<file path="config.mk">
export PLATFORM = sky130hd
export DESIGN_NAME = mac_addr_gen
export DESIGN_NICKNAME = d
export VERILOG_FILES = /design/src/rtl/mag_pkg.sv /design/src/rtl/mag_mask_reg.sv /design/src/rtl/mag_addr_mask.sv /design/src/rtl/mag_ptr_update.sv /design/src/rtl/mac_addr_gen.sv
export SDC_FILE = /design/constraint.sdc
export NUM_CORES = 1
export LEC_CHECK = 0
export BUFFER_PORTS_ARGS = -buffer_cell sky130_fd_sc_hd__buf_2
export CAP_MARGIN = 20
export CORE_MARGIN = 2
export CORE_UTILIZATION = 48
export CTS_CLUSTER_DIAMETER = 80
export DETAILED_ROUTE_END_ITERATION = 16
export GPL_TIMING_DRIVEN = 0
export PLACE_DENSITY = 0.93
export SYNTH_ARGS = -nofsm -noshare
export SYNTH_HDL_FRONTEND = slang
export SYNTH_HIERARCHICAL = 1
export SYNTH_SLANG_ARGS = --single-unit
</file>
<file path="constraint.sdc">
create_clock -name clk_i -period 6.75 [get_ports clk_i]
set_input_delay 0.3375 -clock clk_i [delete_from_list [all_inputs] [get_ports clk_i]]
set_output_delay 0.3375 -clock clk_i [all_outputs]
set_load 0.01 [all_outputs]
</file>
<file path="src/rtl/mag_pkg.sv">
package mag_pkg;
  localparam int unsigned ADDR_W = 32;
  localparam int unsigned MASK_W = 16;

  typedef enum logic {
    SZ_WORD = 1'b0,
    SZ_LONG = 1'b1
  } op_size_e;
endpackage

</file>
<file path="src/rtl/mag_mask_reg.sv">
module mag_mask_reg #(
  parameter int unsigned ADDR_W = 32,
  parameter int unsigned MASK_W = 16
) (
  input  logic              clk_i,
  input  logic              rst_ni,
  input  logic              we_i,
  input  logic [ADDR_W-1:0] wdata_i,
  output logic [MASK_W-1:0] mask_o,
  output logic [ADDR_W-1:0] rdata_o
);
  localparam int unsigned HI_W = ADDR_W - MASK_W;

  logic [MASK_W-1:0] mask_q;
  logic              unused_wdata_hi;

  assign unused_wdata_hi = ^wdata_i[ADDR_W-1:MASK_W];

  always_ff @(posedge clk_i or negedge rst_ni) begin
    if (!rst_ni)   mask_q <= '1;
    else if (we_i) mask_q <= wdata_i[MASK_W-1:0];
  end

  assign mask_o  = mask_q;
  assign rdata_o = {{HI_W{1'b1}}, mask_q};


  mask_load_chk: assert property (@(posedge clk_i) disable iff (!rst_ni)
    we_i |=> rdata_o[MASK_W-1:0] == $past(wdata_i[MASK_W-1:0]));

  mask_hold_chk: assert property (@(posedge clk_i) disable iff (!rst_ni)
    !we_i |=> $stable(rdata_o));

  mask_upper_ones_chk: assert property (@(posedge clk_i) disable iff (!rst_ni)
    &rdata_o[ADDR_W-1:MASK_W]);
endmodule

</file>
<file path="src/rtl/mag_addr_mask.sv">
module mag_addr_mask #(
  parameter int unsigned ADDR_W = 32,
  parameter int unsigned MASK_W = 16
) (
  input  logic              en_i,
  input  logic [ADDR_W-1:0] addr_i,
  input  logic [MASK_W-1:0] mask_i,
  output logic [ADDR_W-1:0] addr_o
);
  localparam int unsigned HI_W = ADDR_W - MASK_W;

  logic [ADDR_W-1:0] full_mask;

  assign full_mask = {{HI_W{1'b1}}, mask_i};
  assign addr_o    = en_i ? (addr_i & full_mask) : addr_i;
endmodule

</file>
<file path="src/rtl/mag_ptr_update.sv">
module mag_ptr_update
  import mag_pkg::*;
#(
  parameter int unsigned ADDR_W = 32,
  parameter int unsigned MASK_W = 16
) (
  input  logic              en_i,
  input  logic              post_inc_i,
  input  op_size_e          size_i,
  input  logic [ADDR_W-1:0] ea_i,
  input  logic [MASK_W-1:0] mask_i,
  output logic [ADDR_W-1:0] ptr_o
);
  localparam logic [ADDR_W-1:0] INC_WORD = ADDR_W'(2);
  localparam logic [ADDR_W-1:0] INC_LONG = ADDR_W'(4);

  logic [ADDR_W-1:0] inc;
  logic [ADDR_W-1:0] sum;
  logic [ADDR_W-1:0] sum_masked;

  assign inc = (size_i == SZ_LONG) ? INC_LONG : INC_WORD;
  assign sum = ea_i + inc;

  mag_addr_mask #(.ADDR_W(ADDR_W), .MASK_W(MASK_W)) i_wrap (
    .en_i  (en_i),
    .addr_i(sum),
    .mask_i(mask_i),
    .addr_o(sum_masked)
  );

  assign ptr_o = post_inc_i ? sum_masked : ea_i;
endmodule

</file>
<file path="src/rtl/mac_addr_gen.sv">
module mac_addr_gen
  import mag_pkg::*;
#(
  parameter int unsigned AW = mag_pkg::ADDR_W,
  parameter int unsigned MW = mag_pkg::MASK_W
) (
  input  logic          clk_i,
  input  logic          rst_ni,
  input  logic          mask_we_i,
  input  logic [AW-1:0] mask_wdata_i,
  output logic [AW-1:0] mask_rdata_o,
  input  logic [AW-1:0] ea_i,
  input  logic          mask_en_i,
  input  logic          mac_move_i,
  input  logic          mask_all_i,
  input  logic          post_inc_i,
  input  logic          size_sel_i,
  output logic [AW-1:0] addr_o,
  output logic [AW-1:0] ptr_next_o
);
  localparam int unsigned HI_W = AW - MW;

  logic [MW-1:0] mask;
  logic          eff_en;
  op_size_e      size;

  assign eff_en = mask_en_i | (mac_move_i & mask_all_i);
  assign size   = op_size_e'(size_sel_i);

  mag_mask_reg #(.ADDR_W(AW), .MASK_W(MW)) i_mask_reg (
    .clk_i  (clk_i),
    .rst_ni (rst_ni),
    .we_i   (mask_we_i),
    .wdata_i(mask_wdata_i),
    .mask_o (mask),
    .rdata_o(mask_rdata_o)
  );

  mag_addr_mask #(.ADDR_W(AW), .MASK_W(MW)) i_addr_mask (
    .en_i  (eff_en),
    .addr_i(ea_i),
    .mask_i(mask),
    .addr_o(addr_o)
  );

  mag_ptr_update #(.ADDR_W(AW), .MASK_W(MW)) i_ptr_update (
    .en_i      (eff_en),
    .post_inc_i(post_inc_i),
    .size_i    (size),
    .ea_i      (ea_i),
    .mask_i    (mask),
    .ptr_o     (ptr_next_o)
  );


  addr_in_region_chk: assert property (@(posedge clk_i) disable iff (!rst_ni)
    mask_en_i |-> (addr_o & ~mask_rdata_o) == '0);

  addr_hi_keep_chk: assert property (@(posedge clk_i) disable iff (!rst_ni)
    addr_o[AW-1:MW] == ea_i[AW-1:MW]);

  addr_passthru_chk: assert property (@(posedge clk_i) disable iff (!rst_ni)
    (!mask_en_i && !mac_move_i) |-> addr_o == ea_i);

  mask_all_move_chk: assert property (@(posedge clk_i) disable iff (!rst_ni)
    (mac_move_i && mask_all_i) |-> (addr_o & ~mask_rdata_o) == '0);

  ptr_step_chk: assert property (@(posedge clk_i) disable iff (!rst_ni)
    (post_inc_i && !mask_en_i && !mac_move_i) |->
      ptr_next_o - ea_i == (size_sel_i ? AW'(4) : AW'(2)));

  ptr_hold_chk: assert property (@(posedge clk_i) disable iff (!rst_ni)
    !post_inc_i |-> ptr_next_o == ea_i);
endmodule

</file>
==> run metrics, run 1 <==
status completed; DR DRC count 0; met1 global-route usage between 20% and 30%; CTS tree yes; Worst slew margin 60.87%; share of the synthesized area in the top cell type roughly 18%; Final Setup Violations 0; sw frac between 30% and 40%; main area contributors after synthesis buf_4 (18%), dfstp_2 (16%), mux2_2 (15%); global-route wire length before repair 10400 µm; largest net degree at the start of global routing 17; met3 Use GR ~3.6%; Mapped Area ~0.0027 mm²; DRT Pass-1 Iters 6; GR met2 Demand/Resource about two fifths; HPWL Detailed 5627 µm; vias in the first global route around 2200; GRT Resource Usage Total between 20% and 30%; gr ovfl total 0; initial antenna violation count 0; RSZ-0062 raised after global routing no; Clock power frac between 15 and 20%; Post-DP Area about 0.0035 mm²; part of the cycle the worst path needs a little under half; Total Power between 0.4 and 0.5 mW; Tmin final between 3 and 4 ns; P per Cell Area around 120 mW/mm²; combinational power share between 50% and 60%; Max Clock Freq between 300 and 400 MHz; Die Wd about 79 µm; Crit path arrival time 2.85 ns; Rows 27; die footprint 0.006252 mm²; Seq cells post-synth 16; nets 524; Bufs on Longest Clock Path 2; share of layout cells above drive strength 1 66.67%; clk_lat worst skew 0.25 ns; CP startpoint kind input port; Critical Path RT between 6 and 7 ns; Yosys cell types 34; Final Hold Fails 0; biggest area consumer among synthesized cells buf_4; core area approximately 0.0055 mm²; max cap viols 0; num ports 168; crit path max fanout 5; setup TNS 0 ns; # resized after CTS 0; Initial Util 49.43%; Inserted Diodes 0; Avg Cell Area, Syn between 9 and 10 µm²; Critical Path Sink Type primary output; Clk Tree Root Cell clkbuf_8; part of the power in registers 29.7%; clock sink total 16; peak supply drop roughly 0.000097 V; Slew @ Worst Pin between 0.5 and 0.6 ns; via count ~2400; skew final 0 ns; initial drt markers 40; sequential area share after synthesis approximately 16%; grt peak-use layer met2; Hold WC Path Type input port to async pin; H-tree levels 1; CTS buffer count 3; Clock transition at path regs around 0.06 ns; Final Hold Slack between 0.2 and 0.3 ns; DP Worst Slack about 3.5 ns; Design Area, Final 0.003558 mm²; NetSw ~0.15 mW; Via-to-Cell Ratio about 4.7; max reg flops 16; # hold bufs at CTS 0; Synth-to-Final Area Change 31.54%; number of setup buffers added after CTS 0; Yosys warning total 6; synthesized instance count 296; leak pwr about 1.9 nW; Internal between 0.2 and 0.3 mW; fin. max-slew vios 0; critical path type input port to primary output; post-route setup slack 3.567 ns; Die Y about 79 µm; IO Port Bufs roughly 130; Detailed Route WL between 6000 and 7000 µm; Final ANT Viol Nets 0; WL/cell roughly 13 µm; GP Congestion between 0.7 and 0.8
## power by group through the flow
stage	Clock, mW	Sequential (mW)	Combinational, mW
global placement	0	0.125	0.219
global route	0.0767	0.126	0.244
finish	0.0701	0.125	0.225
detailed placement	0	0.126	0.225
floorplan	0	0.122	0.147
CTS	0.0748	0.125	0.226
## cells in the mapped netlist, drive strengths merged
| library cell | instances |
|---|---|
| a21o | 1 |
| buf | 71 |
| nand3 | 10 |
| a21boi | 32 |
| nand4 | 10 |
| nor3 | 4 |
| xnor2 | 25 |
| xor2 | 4 |
| conb | 1 |
| nand2 | 12 |
| nand4b | 3 |
| fa | 1 |
| ha | 2 |
| o21ai | 2 |
| nor4 | 4 |
| dfstp | 16 |
| a21oi | 1 |
| and4 | 3 |
| and3 | 3 |
| mux2 | 46 |
| nor2 | 4 |
| inv | 38 |
| clkbuf | 2 |
| nand2b | 1 |
## metal layers
metal | wire (µm) | up-vias | part of all wire [%]
li1 | - | 1221 | -
met1 | 2849 | 1103 | 42
met5 | 0 | - | 0
met3 | 452 | 2 | 6.6
met2 | 3480 | 97 | 51
met4 | 19 | 0 | 0.28
## logic make-up (layout without fill, tap and decap cells)
logic type / Yosys count / count (layout) / synth area share (%)
multiplexers: 46 / 46 / 20.54
AO/OA/AOI/OAI: 36 / 36 / 12.49
adder cells (fa/ha/maj): 3 / 3 / 1.665
buffers and inverters: 111 / 247 / 25.86
other: 1 / 16 / 0.1386
flip-flops: 16 / 16 / 15.54
XOR/XNOR: 29 / 29 / 9.389
AND/OR/NAND/NOR: 54 / 54 / 14.38
## layout by cell type, fill, tap and decap left out, types with 4 or more instances in the layout
cell and count:
a21boi_0 12, inv_1 38, nor2_1 4, dfstp_2 16, a21boi_2 20, nand3_1 9, buf_4 64, nand4_1 9
mux2_4 10, xor2_1 4, xnor2_1 25, nand2_1 12, conb_1 16, buf_2 136, mux2_2 36
## final cells by class
class	instances	area [µm²]
plain buffers	73	556.8
clock buffers	3	41.29
fillers	464	1914
inverters	38	142.6
multi-input cells	184	1642
flip-flops and latches	16	420.4
well taps	72	90.09
repair buffers	133	665.6
## stage by stage
| stage | util, % | cells |
|---|---|---|
| floorplan | - | 311 |
| global route | 65.02 | 519 |
| global placement | 64.27 | 516 |
| CTS | 65.02 | 519 |
| detailed placement | 64.27 | 516 |
| finish | 65.02 | 519 |
## final timing paths
check	cells after the start	end	slack (ns)	start
max in group asynchronous	1	i_mask_reg/mask_o[5]$_DFFE_PN1P_	6.45	rst_ni
min in group clk_i	2	i_mask_reg/mask_o[10]$_DFFE_PN1P_	0.32	mask_wdata_i[10]
max reg2reg	1	i_mask_reg/mask_o[15]$_DFFE_PN1P_	5.98	i_mask_reg/mask_o[15]$_DFFE_PN1P_
min	1	i_mask_reg/mask_o[10]$_DFFE_PN1P_	0.28	rst_ni
max	12	ptr_next_o[21]	3.57	size_sel_i
min reg2reg	1	i_mask_reg/mask_o[3]$_DFFE_PN1P_	0.64	i_mask_reg/mask_o[3]$_DFFE_PN1P_
## critical path, cell delays in order
cell      delay (ns)
buf_2           0.11
inv_1           0.09
ha_1            0.18
inv_1           0.06
fa_1            0.47
nand4b_2        0.36
nor4_4          0.40
nand4_1         0.17
xnor2_1         0.16
buf_4           0.13
mux2_2          0.25
buf_2           0.14
Power figures use the tool's default switching activity.
==> run 2: changes to the inputs <==
--- a/config.mk
+++ b/config.mk
@@ -8,11 +8,11 @@
 export BUFFER_PORTS_ARGS = -buffer_cell sky130_fd_sc_hd__buf_2
 export CAP_MARGIN = 20
 export CORE_MARGIN = 2
-export CORE_UTILIZATION = 48
+export CORE_UTILIZATION = 44
 export CTS_CLUSTER_DIAMETER = 80
 export DETAILED_ROUTE_END_ITERATION = 16
 export GPL_TIMING_DRIVEN = 0
-export PLACE_DENSITY = 0.93
+export PLACE_DENSITY = 0.87
 export SYNTH_ARGS = -nofsm -noshare
 export SYNTH_HDL_FRONTEND = slang
 export SYNTH_HIERARCHICAL = 1
==> constraint.sdc (replaced) <==
create_clock -name clk_i -period 3.1 [get_ports clk_i]
set_input_delay 0.155 -clock clk_i [delete_from_list [all_inputs] [get_ports clk_i]]
set_output_delay 0.155 -clock clk_i [all_outputs]
set_load 0.01 [all_outputs]
==> run metrics, run 2 (same netlist as run 1, synthesis figures left out) <==
fin. max-slew vios 0 (unchanged); Crit path arrival time 2.61 ns (-0.24 ns); CTS tree yes; Synth-to-Final Area Change 31.68%; Slew @ Worst Pin 0.5301 ns (-0.05688 ns); largest net degree at the start of global routing 17 (unchanged); max cap viols 0 (unchanged); via count 2412 (-0.45%); core area 0.005921 mm² (+8.2%); CTS buffer count 3 (unchanged); CP bufs+invs 5 (unchanged); GRT Resource Usage Total 19.54% (-1.1 points); Worst slew margin 64.66% (+3.8 points); vias in the first global route 2272 (+3.4%); Clock transition at path regs 0.06 ns (about the same); RSZ-0062 raised after global routing no; Critical Path Sink Type primary output; Bufs on Longest Clock Path 2 (unchanged); Die Wd 82.41 µm (+4.2%); most common cell after layout, fill and taps aside buf_2; Tmin final roughly 2.8 ns; # resized after CTS 0 (unchanged); Design Area, Final 0.003562 mm² (+0.11%); global-route wire length before repair 10270 µm (-1.2%); GP Congestion 0.7998 (+3.0%); Final Setup Violations 0 (unchanged); Critical Path RT 2.94 ns (-3.47 ns); setup TNS 0 ns (unchanged); Via-to-Cell Ratio 4.621 (-1.0%); clk_lat worst skew 0.25 ns (about the same); crit path max fanout 5 (unchanged); number of setup buffers added after CTS 0 (unchanged); die footprint 0.006791 mm² (+8.6%); H-tree levels 1 (unchanged); critical path cell sequence buf_2 > inv_1 > ha_1 > inv_1 > fa_1 > nand4b_2 > nor4_4 > nand4_1 > xnor2_1 > buf_4 > mux2_2 > buf_2; number of filler cells placed in the layout 530 (+14%); nets 524 (unchanged); Die Y 82.41 µm (+4.2%); part of the cycle the worst path needs approximately nine tenths; # hold bufs at CTS 0 (unchanged); Largest stage delay, worst path 0.45 ns (-0.02 ns); leak pwr 1.859 nW (unchanged); gr ovfl total 0 (unchanged); initial drt markers 79 (+98%); Critical Path Slowest Stage Cell fa_1; peak supply drop 0.0001984 V (+100%); Final ANT Viol Nets 0 (unchanged); critical path type input port to primary output; DRT Pass-1 Iters 4 (-2); WL/cell 12.82 µm (-2.2%); Inserted Diodes 0 (unchanged); Hold WC Path Type input port to async pin; status completed; share of layout cells above drive strength 1 66.67% (unchanged); Clk Tree Root Cell clkbuf_8; Top Family by Delay on Critical Path simple AND/OR/NAND/NOR gates; initial antenna violation count 0 (unchanged); FF-to-FF setup slack 2.31 ns (-3.67 ns); most frequent cells in the layout buf_2 (136), buf_4 (64), inv_1 (38); Final Hold Fails 0 (unchanged); max reg flops 16 (unchanged); DR DRC count 0 (unchanged); IO Port Bufs 133 (unchanged); Detailed Route WL 6690 µm (-1.6%); CP startpoint kind input port; Rows 28 (+3.7%); P per Cell Area 257.3 mW/mm² (+120%); num ports 168 (unchanged); skew final 0 ns (unchanged); HPWL Detailed 5534 µm (-1.7%); Max Clock Freq ~360 MHz; Post-DP Area 0.003521 mm² (+0.11%); Initial Util 45.69% (-3.7 points); clock sink total 16 (unchanged)
-- run 2: cell counts in the layout (fill, tap and decap cells not counted) --
Identical to the previous run, type by type.
-- run 2: final timing paths --
kind	endpoint	cells after the start	from
worst max-delay path	ptr_next_o[21]	12	size_sel_i
worst min-delay path	i_mask_reg/mask_o[3]$_DFFE_PN1P_	1	rst_ni
worst max register to register	i_mask_reg/mask_o[15]$_DFFE_PN1P_	1	i_mask_reg/mask_o[15]$_DFFE_PN1P_
worst min register to register	i_mask_reg/mask_o[0]$_DFFE_PN1P_	1	i_mask_reg/mask_o[0]$_DFFE_PN1P_
max in group asynchronous	i_mask_reg/mask_o[8]$_DFFE_PN1P_	1	rst_ni
min in group clk_i	i_mask_reg/mask_o[14]$_DFFE_PN1P_	2	mask_wdata_i[14]
-- run 2: metrics by stage --
step,hold slack (ns),setup slack [ns],power (mW),cells,utilization (%)
after floorplan,0.007164,0.7895,0.5846,311,-
after global routing,0.1307,0.1497,0.9824,522,60.16
after global placement,0.3459,0.3528,0.7501,519,59.47
final,0.09818,0.3398,0.9164,522,60.16
after detailed placement,0.3891,0.3235,0.7658,519,59.47
after CTS,0.1127,0.3208,0.9280,522,60.16
-- run 2: cell type report --
type                    instances  area, µm²  share of cell area, %
multi-input cells             184       1642                  46.08
repair buffers                133      665.6                  18.69
plain buffers                  73      556.8                  15.63
flip-flops and latches         16      420.4                  11.80
inverters                      38      142.6                  4.004
well taps                      75      93.84                  2.634
clock buffers                   3      41.29                  1.159
-- run 2: where the power goes --
group	leakage, nW	switching [mW]	internal, mW
clock network	0.0216	0.0690	0.0861
logic	1.67	0.229	0.260
registers	0.168	0.0251	0.247
total	1.86	0.323	0.594
-- run 2: layer usage --
metal / part of all wire [%] / vias up / track usage (%)
li1: - / 1213 / -
met1: 42 / 1098 / 23.12
met2: 51 / 93 / 36.94
met3: 6.4 / 8 / 3.478
met4: 1.1 / 0 / 3.167
met5: 0 / - / 0
==> run 3: changes to the inputs <==
--- a/config.mk
+++ b/config.mk
@@ -12,7 +12,7 @@
 export CTS_CLUSTER_DIAMETER = 80
 export DETAILED_ROUTE_END_ITERATION = 16
 export GPL_TIMING_DRIVEN = 0
-export PLACE_DENSITY = 0.87
+export PLACE_DENSITY = 0.85
 export SYNTH_ARGS = -nofsm -noshare
 export SYNTH_HDL_FRONTEND = slang
 export SYNTH_HIERARCHICAL = 1
==> run metrics, run 3 (same netlist as run 1, synthesis figures left out) <==
status completed; number of filler cells placed in the layout 533 (+0.57%); via count 2434 (+0.91%); gr ovfl total 0 (unchanged); Bufs on Longest Clock Path 2 (unchanged); Critical Path Slowest Stage Cell fa_1; initial drt markers 50 (-37%); Hold WC Path Type input port to async pin; nets 524 (unchanged); Final Hold Fails 0 (unchanged); R2R Path Start i_mask_reg/mask_o[15]$_DFFE_PN1P_; core area 0.005921 mm² (unchanged); CP bufs+invs 5 (unchanged); IO Port Bufs 133 (unchanged); Tmin final 2.784 ns (+0.02425 ns); clk_lat worst skew 0.25 ns (about the same); max reg flops 16 (unchanged); CTS tree yes; largest net degree at the start of global routing 17 (unchanged); share of layout cells above drive strength 1 66.67% (unchanged); Detailed Route WL 6367 µm (-4.8%); Top Family by Delay on Critical Path simple AND/OR/NAND/NOR gates; GRT Resource Usage Total 18.19% (-1.4 points); Crit path arrival time 2.63 ns (+0.02 ns); HPWL Detailed 5345 µm (-3.4%); Final Setup Violations 0 (unchanged); critical path type input port to primary output; critical path cell sequence buf_2 > inv_1 > ha_1 > inv_1 > fa_1 > nand4b_2 > nor4_4 > nand4_1 > xnor2_1 > buf_4 > mux2_2 > buf_2; Max Clock Freq 359.1 MHz (-0.87%); num ports 168 (unchanged); Slew @ Worst Pin 0.5170 ns (-0.01309 ns); Die Y 82.41 µm (unchanged); Critical Path Start size_sel_i; global-route wire length before repair 9632 µm (-6.2%); fin. max-slew vios 0 (unchanged); H-tree levels 1 (unchanged); WL/cell 12.20 µm (-4.8%); DR DRC count 0 (unchanged); Inserted Diodes 0 (unchanged); Worst slew margin 65.54% (+0.87 points); Largest stage delay, worst path 0.46 ns (about the same); CP startpoint kind input port; crit path max fanout 5 (unchanged); # resized after CTS 0 (unchanged); P per Cell Area 255.6 mW/mm² (-0.66%); CTS buffer count 3 (unchanged); leak pwr 1.859 nW (unchanged); vias in the first global route 2154 (-5.2%); # hold bufs at CTS 0 (unchanged); number of setup buffers added after CTS 0 (unchanged); Clock transition at path regs 0.06 ns (about the same); Critical Path Sink Type primary output; RSZ-0062 raised after global routing no; Critical Path RT 2.94 ns (about the same); Clk Tree Root Cell clkbuf_8; Synth-to-Final Area Change 31.68% (unchanged); GP Congestion 0.7419 (-7.2%); clock sink total 16 (unchanged); die footprint 0.006791 mm² (unchanged); DP Worst Slack 0.3018 ns (-0.02169 ns); initial antenna violation count 0 (unchanged); most common cell after layout, fill and taps aside buf_2; peak supply drop 0.0002990 V (+51%); Final ANT Viol Nets 0 (unchanged); skew final 0 ns (unchanged); Initial Util 45.69% (unchanged); most frequent cells in the layout buf_2 (136), buf_4 (64), inv_1 (38); Via-to-Cell Ratio 4.663 (+0.91%); Die Wd 82.41 µm (unchanged); part of the cycle the worst path needs 89.82% (+0.78 points); max cap viols 0 (unchanged); setup TNS 0 ns (unchanged); DRT Pass-1 Iters 4 (unchanged); post-route setup slack 0.3155 ns (-0.02425 ns); Rows 28 (unchanged)
## run 3: cell counts in the layout (fill, tap and decap cells not counted)
Identical to the previous run, type by type.
## run 3: path summary, 6_finish.rpt
kind	cells after the start	to	slack, ns
min in group clk_i	2	i_mask_reg/mask_o[12]$_DFFE_PN1P_	0.13
worst max-delay path	12	ptr_next_o[21]	0.32
worst max register to register	1	i_mask_reg/mask_o[15]$_DFFE_PN1P_	2.32
worst min register to register	1	i_mask_reg/mask_o[3]$_DFFE_PN1P_	0.64
worst min-delay path	1	i_mask_reg/mask_o[14]$_DFFE_PN1P_	0.09
max in group asynchronous	1	i_mask_reg/mask_o[5]$_DFFE_PN1P_	2.98
## run 3: per-stage QoR
step | power [mW] | hold slack [ns] | std cells | utilization [%] | area (µm²)
after floorplan | 0.5846 | 0.007164 | 311 | - | 2761
after global placement | 0.7506 | 0.3530 | 519 | 59.47 | 3521
after detailed placement | 0.7623 | 0.3753 | 519 | 59.47 | 3521
after CTS | 0.9213 | 0.1056 | 522 | 60.16 | 3562
after global routing | 0.9770 | 0.1312 | 522 | 60.16 | 3562
final | 0.9104 | 0.09068 | 522 | 60.16 | 3562
## run 3: area by class of cell
class | count | area (µm²) | share of cell area (%)
plain buffers | 73 | 556.8 | 15.63
clock buffers | 3 | 41.29 | 1.159
inverters | 38 | 142.6 | 4.004
multi-input cells | 184 | 1642 | 46.08
flip-flops and latches | 16 | 420.4 | 11.80
well taps | 75 | 93.84 | 2.634
repair buffers | 133 | 665.6 | 18.69
## run 3: per-layer routing
layer / vias to the layer above / GRT usage (%) / part of all wire (%)
met5: - / 0 / 0
met4: 0 / 2.667 / 0.36
met3: 4 / 3.370 / 7.6
met2: 90 / 33.63 / 49
met1: 1118 / 22.16 / 43
li1: 1222 / - / -
## run 3: report_power, final
| part | switching [mW] | internal, mW |
|---|---|---|
| logic | 0.225 | 0.260 |
| registers | 0.0246 | 0.247 |
| clock network | 0.0676 | 0.0862 |
| total | 0.317 | 0.594 |
